### src/rtl/adc_rb_pkg.sv
// Package: shared sizes, word addresses and field positions of the result bank.
// Assumes eight channels and 12-bit codes; the read word layout depends on both.
package adc_rb_pkg;
    localparam int NUM_CH   = 8;
    localparam int VAL_W    = 12;
    localparam int CH_W     = $clog2(NUM_CH);
    localparam int ADDR_W   = 4;
    localparam int DATA_W   = 32;
    localparam int EN_W     = NUM_CH + 1;

    localparam logic [ADDR_W-1:0] A_GLOBAL = ADDR_W'(NUM_CH);
    localparam logic [ADDR_W-1:0] A_STATUS = ADDR_W'(NUM_CH + 1);
    localparam logic [ADDR_W-1:0] A_INTEN  = ADDR_W'(NUM_CH + 2);
    localparam logic [ADDR_W-1:0] A_CTRL   = ADDR_W'(NUM_CH + 3);

    localparam int DONE_BIT = 31;
    localparam int OVR_BIT  = 27;
    localparam int CH_LSB   = 24;
    localparam int VAL_LSB  = 4;

    // Assemble one data-register word from its fields.
    function automatic logic [DATA_W-1:0] pack_word(
        input logic             done,
        input logic             ovr,
        input logic [CH_W-1:0]  ch,
        input logic [VAL_W-1:0] v
    );
        logic [DATA_W-1:0] w;
        w = '0;
        w[DONE_BIT]          = done;
        w[OVR_BIT]           = ovr;
        w[CH_LSB +: CH_W]    = ch;
        w[VAL_LSB +: VAL_W]  = v;
        return w;
    endfunction
endpackage

### src/rtl/adc_result_slot.sv
// Module: one result register with its completion and lost-result flags.
// Assumes load, consume and wipe are single-cycle strobes; load has priority.
module adc_result_slot #(
    parameter int VAL_W = 12
) (
    input  logic             clk,
    input  logic             rst_n,
    input  logic             load,
    input  logic [VAL_W-1:0] load_val,
    input  logic             consume,
    input  logic             wipe,
    output logic             done_o,
    output logic             ovr_o,
    output logic [VAL_W-1:0] val_o
);
    logic             done_q;
    logic             ovr_q;
    logic [VAL_W-1:0] val_q;

    // Capture a new code or clear the flags on read or wipe.
    always_ff @(posedge clk) begin
        if (!rst_n) begin
            done_q <= 1'b0;
            ovr_q  <= 1'b0;
            val_q  <= '0;
        end else if (load) begin
            val_q  <= load_val;
            done_q <= 1'b1;
            ovr_q  <= (done_q & ~consume) | (ovr_q & ~consume);
        end else if (consume || wipe) begin
            done_q <= 1'b0;
            ovr_q  <= 1'b0;
        end
    end

    assign done_o = done_q;
    assign ovr_o  = ovr_q;
    assign val_o  = val_q;
endmodule

### src/rtl/adc_irq_gen.sv
// Module: registered interrupt request from masked channel flags or the global flag.
// Assumes the mask and mode come from a register that changes only on bus writes.
module adc_irq_gen #(
    parameter int NUM_CH = 8
) (
    input  logic              clk,
    input  logic              rst_n,
    input  logic [NUM_CH-1:0] done_vec,
    input  logic [NUM_CH-1:0] ch_mask,
    input  logic              glob_mode,
    input  logic              glob_done,
    output logic              any_ch_o,
    output logic              irq_o
);
    logic irq_q;

    // Combinational: any enabled channel has a completed result.
    assign any_ch_o = |(done_vec & ch_mask);

    // Register the selected interrupt source.
    always_ff @(posedge clk) begin
        if (!rst_n) irq_q <= 1'b0;
        else        irq_q <= glob_mode ? glob_done : any_ch_o;
    end

    assign irq_o = irq_q;
endmodule

### src/rtl/adc_result_bank.sv
// Module: per-channel and global result registers, status word and interrupt.
// Assumes single-cycle bus and result strobes; reads have no wait states.
module adc_result_bank
    import adc_rb_pkg::*;
(
    input  logic              clk,
    input  logic              rst_n,
    input  logic              bus_wr,
    input  logic              bus_rd,
    input  logic [ADDR_W-1:0] bus_addr,
    input  logic [EN_W-1:0]   bus_wdata,
    output logic [DATA_W-1:0] bus_rdata,
    input  logic              res_valid,
    input  logic [CH_W-1:0]   res_chan,
    input  logic [VAL_W-1:0]  res_value,
    output logic              irq
);
    logic [NUM_CH-1:0] ch_done;
    logic [NUM_CH-1:0] ch_ovr;
    logic [NUM_CH-1:0] ch_load;
    logic [NUM_CH-1:0] ch_take;
    logic [VAL_W-1:0]  ch_val [NUM_CH];

    logic              g_done;
    logic              g_ovr;
    logic [VAL_W-1:0]  g_val;
    logic [CH_W-1:0]   g_chan;
    logic              g_take;
    logic              g_wipe;

    logic [EN_W-1:0]   en_q;
    logic              ch_any;

    // One result slot per channel, loaded by channel match, cleared by its own read.
    generate
        for (genvar c = 0; c < NUM_CH; c++) begin : g_slot
            assign ch_load[c] = res_valid && (res_chan == CH_W'(c));
            assign ch_take[c] = bus_rd && (bus_addr == ADDR_W'(c));
            adc_result_slot #(.VAL_W(VAL_W)) u_slot (
                .clk      (clk),
                .rst_n    (rst_n),
                .load     (ch_load[c]),
                .load_val (res_value),
                .consume  (ch_take[c]),
                .wipe     (1'b0),
                .done_o   (ch_done[c]),
                .ovr_o    (ch_ovr[c]),
                .val_o    (ch_val[c])
            );
        end
    endgenerate

    assign g_take = bus_rd && (bus_addr == A_GLOBAL);
    assign g_wipe = bus_wr && (bus_addr == A_CTRL);

    adc_result_slot #(.VAL_W(VAL_W)) u_glob (
        .clk      (clk),
        .rst_n    (rst_n),
        .load     (res_valid),
        .load_val (res_value),
        .consume  (g_take),
        .wipe     (g_wipe),
        .done_o   (g_done),
        .ovr_o    (g_ovr),
        .val_o    (g_val)
    );

    // Remember which channel produced the latest result.
    always_ff @(posedge clk) begin
        if (!rst_n)         g_chan <= '0;
        else if (res_valid) g_chan <= res_chan;
    end

    // Interrupt-enable register, written only at its own address.
    always_ff @(posedge clk) begin
        if (!rst_n)                               en_q <= '0;
        else if (bus_wr && bus_addr == A_INTEN)   en_q <= bus_wdata;
    end

    adc_irq_gen #(.NUM_CH(NUM_CH)) u_irq (
        .clk       (clk),
        .rst_n     (rst_n),
        .done_vec  (ch_done),
        .ch_mask   (en_q[NUM_CH-1:0]),
        .glob_mode (en_q[NUM_CH]),
        .glob_done (g_done),
        .any_ch_o  (ch_any),
        .irq_o     (irq)
    );

    // Read multiplexer; zero when no read is requested.
    always_comb begin
        bus_rdata = '0;
        if (bus_rd) begin
            if (bus_addr < A_GLOBAL) begin
                bus_rdata = pack_word(ch_done[bus_addr[CH_W-1:0]],
                                      ch_ovr[bus_addr[CH_W-1:0]],
                                      '0,
                                      ch_val[bus_addr[CH_W-1:0]]);
            end else if (bus_addr == A_GLOBAL) begin
                bus_rdata = pack_word(g_done, g_ovr, g_chan, g_val);
            end else if (bus_addr == A_STATUS) begin
                bus_rdata[NUM_CH-1:0]        = ch_done;
                bus_rdata[2*NUM_CH-1:NUM_CH] = ch_ovr;
                bus_rdata[2*NUM_CH]          = ch_any;
            end else if (bus_addr == A_INTEN) begin
                bus_rdata[EN_W-1:0] = en_q;
            end
        end
    end
endmodule

### config.mk
export PLATFORM = sky130hd
export DESIGN_NAME = adc_result_bank
export DESIGN_NICKNAME = d
export VERILOG_FILES = /design/src/rtl/adc_rb_pkg.sv /design/src/rtl/adc_result_slot.sv /design/src/rtl/adc_irq_gen.sv /design/src/rtl/adc_result_bank.sv
export SDC_FILE = /design/constraint.sdc
export NUM_CORES = 1
export LEC_CHECK = 0
export ABC_AREA = 1
export CELL_PAD_IN_SITES_DETAIL_PLACEMENT = 1
export CELL_PAD_IN_SITES_GLOBAL_PLACEMENT = 1
export CORE_ASPECT_RATIO = 1.5
export CORE_MARGIN = 4
export CORE_UTILIZATION = 36
export DETAILED_ROUTE_END_ITERATION = 8
export GPL_TIMING_DRIVEN = 1
export HOLD_SLACK_MARGIN = 0.12
export PLACE_DENSITY = 0.75
export REMOVE_ABC_BUFFERS = 1
export SYNTH_ARGS = -nofsm -noshare
export SYNTH_HDL_FRONTEND = slang
export SYNTH_SLANG_ARGS = --single-unit
### constraint.sdc
create_clock -name clk -period 1.2 [get_ports clk]
set_clock_uncertainty 0.15 [all_clocks]
set_input_delay 0.12 -clock clk [delete_from_list [all_inputs] [get_ports clk]]
set_output_delay 0.12 -clock clk [all_outputs]
set_load 0.01 [all_outputs]
==> reports/results.tsv <==
stage	metric	value	unit
setup_path	crit_path_frequent_cell	nand2_1	
setup_path	worstSetupPathType	reg2out	
grt	antenna_found_initial	0	
setup_path	cp-start-kind	flop	
setup_path	max_stage_delay	0.36	ns
die	core_area	17900	µm²
setup_path	critPathBufInv	2	
setup_path	crit_required	0.93	ns
die	initial_core_util	36.7	%
clocking	clock-sinks	139	
sta	finalWorstSetupSlack	-0.686	ns
synthesis	synth_area	6590	µm²
die	die_area	20600	µm²
sta	rsz0062_at_grt	true	
finish	area_growth	52.6	%
grt	overflow	0	
placed_design	pre_cts_ws	-1.38	ns
drt	wl_met3	2060	µm
clocking	clk_pin_slew_worst_paths	0.06	ns
drt	met1Wirelength	11900	µm
sta	whs	0.0170	ns
clocking	clock_latency	0.44	ns
setup_path	worstPathArrival	1.62	ns
sta	slew_violations	0	
drt	first_pass_iters	5	
sta	post-route-period-util	157	%
finish	layout-drive-gt1-share	36.8	%
setup_path	crit_family	simple AND/OR/NAND/NOR gates	
sta	setup_viol	108	
clocking	root_buffer	clkbuf_16	
drt	topRoutingLayerUsed	met4	
placed_design	place_inst	1404	
drt	viasPerCell	5.64	
grt	grt_max_degree	33	
die	dieWidth	118	µm
drt	wl_per_cell	23.2	µm
finish	nNetsFinal	1273	
power	power	12.5	mW
die	io-pin-count	66	
grt	grt_usage	29.7	%
drt	via_count	8285	
synthesis	synthCells	1041	
setup_path	path_max_fanout	2	
placed_design	port_buffers	55	
finish	final_cell_mix	nor2_1, nand2_1, buf_4	
drt	detail-route-antenna-nets	0	
sta	fin_crit	1.89	ns
outcome	failed_checks	negative setup slack	
drt	post-route-drc-count	0	
clocking	cts_buffers	17	
clocking	cts_tree	yes	
job	drv_cap	0	
drt	wl_met2	17400	µm
clocking	clock_path_buffers	2	
clocking	ctsHtreeMaxLevel	4	
power	power_density	1240	nW/µm²
setup_path	slowest_stage	dfxtp_1	
setup_path	worstPathCellList	inv_2 > nand2_1 > nand2_1 > nand2_1 > nand2_1 > nand2_1 > nand3_2 > nor2_4 > buf_6	
synthesis	yosys_warnings	0	
synthesis	synth.distinct_cells	25	
grt	grt_first_pass_wirelength	47200	µm
placed_design	gp_congestion	0.862	
sta	fmax	530	MHz
grt	grt_pass1_vias	8583	
die	rows	60	
power	power.leakage	4.67	nW
synthesis	ys_seq_area_share	42.2	%
power	peakVddDrop	952	µV
placed_design	detailed_place_hpwl	18400	µm
finish	final_common_cell	nor2_1	
synthesis	synth_seq_cells	139	
hold_path	hold_class	in2reg	
drt	wirelength	34000	µm
finish	instances_no_fill	1469	
sta	finalHoldViolCount	0	
finish	diodes	0	
outcome	status	finished, violations left	
finish	num-fill-cells	2240	
synthesis	avgSynthCellArea	6.33	µm²
drt	dr.first_iter.drc_count	615	
die	die_h	174	µm
setup_path	worst_setup_path_end_kind	primary output	
power by group:
group / switching (mW) / total [mW] / internal, mW
clock: 2.17 / 5.53 / 3.36
sequential: 0.113 / 4.90 / 4.79
combinational: 1.22 / 2.07 / 0.848
timing repair:
action | 4_1_cts | 5_1_grt
setup endpoints to repair | 146 | 109
gates resized for setup | 302 | 138
cloned | 7 | 1
setup buffers | 17 | 8
pin swaps | 58 | 76
hold buffers | 2 | 4
endpoints found under the hold margin | 29 | 31
kinds of logic after synthesis:
| family | count (synthesis) | synth area share [%] |
|---|---|---|
| and+or+nand+nor | 597 | 35.4 |
| DFF | 139 | 42.2 |
| other | 1 | 0.0569 |
| buffers and inverters | 125 | 8.56 |
| AOI/OAI and AO/OA | 179 | 13.8 |
cells in the mapped netlist:
cell type | instances | area [µm²]
conb_1 | 1 | 3.75
nor2_1 | 327 | 1230
nand2_2 | 3 | 18.8
nor3_4 | 1 | 16.3
buf_1 | 4 | 15.0
a211oi_1 | 2 | 15.0
buf_2 | 16 | 80.1
dfxtp_1 | 139 | 2780
inv_1 | 51 | 191
a21oi_1 | 47 | 235
inv_2 | 7 | 26.3
o21ai_1 | 9 | 45.0
nand3_1 | 26 | 130
nand2_1 | 228 | 856
nor2_2 | 3 | 18.8
clkbuf_1 | 29 | 109
buf_4 | 16 | 120
nand4_1 | 1 | 6.26
nand2_4 | 1 | 11.3
or2_2 | 1 | 6.26
o21ai_0 | 118 | 591
buf_6 | 2 | 22.5
o211ai_1 | 3 | 22.5
nor3_1 | 4 | 20.0
nor2_4 | 2 | 22.5
worst register-to-register path, delay by kind of cell (launching register included):
kind / cells / cell delay (ns)
AOI/OAI and AO/OA: 1 / 0.08
buffers and inverters: 2 / 0.17
DFF: 1 / 0.36
and+or+nand+nor: 4 / 0.36
flip-flops by register name (all words and copies together) (netlist names):
name,cells
u_glob.done_o,1
g_slot.u_slot.done_o,8
u_irq.irq_o,1
g_chan,3
en_q,9
g_slot.u_slot.ovr_o,8
u_glob.val_o,12
u_glob.ovr_o,1
g_slot.u_slot.val_o,96
stage by stage:
stage | TNS, ns | instance area (µm²) | util (%)
after floorplan | -12.05 | 6280 | -
after global placement | -100.42 | 8440 | 47.0
after detailed placement | -106.29 | 8440 | 47.0
after CTS | -13.10 | 9650 | 53.8
after global routing | -38.88 | 10100 | 56.1
final | -35.26 | 10100 | 56.1
final timing paths:
path,to,depth (start not counted),start,slack [ns]
worst min-delay path,g_slot[4].u_slot.val_o[6],4,rst_n,0.02
worst max register to register,u_irq.irq_o,7,g_slot[3].u_slot.done_o,-0.02
worst min register to register,g_slot[6].u_slot.val_o[0],2,g_slot[6].u_slot.val_o[0],0.32
worst max-delay path,bus_rdata[4],9,g_slot[4].u_slot.val_o[0],-0.69
layout make-up:
cell class	instances	area, µm²	share of cell area (%)
timing repair buffer	237	2280	22.7
timing repair inverter	1	6.26	0.0622
sequential	139	2900	28.8
tap	217	272	2.70
clock buffer	24	472	4.69
inverter	58	235	2.34
multi-input combinational	786	3780	37.6
clock inverter	7	115	1.14
per-layer routing:
layer	global-route usage, %	up-vias
met5	0	-
met4	19.6	0
met3	5.32	192
met2	54.3	417
met1	30.6	4031
li1	-	3645
(Power assumes the default switching activity.)
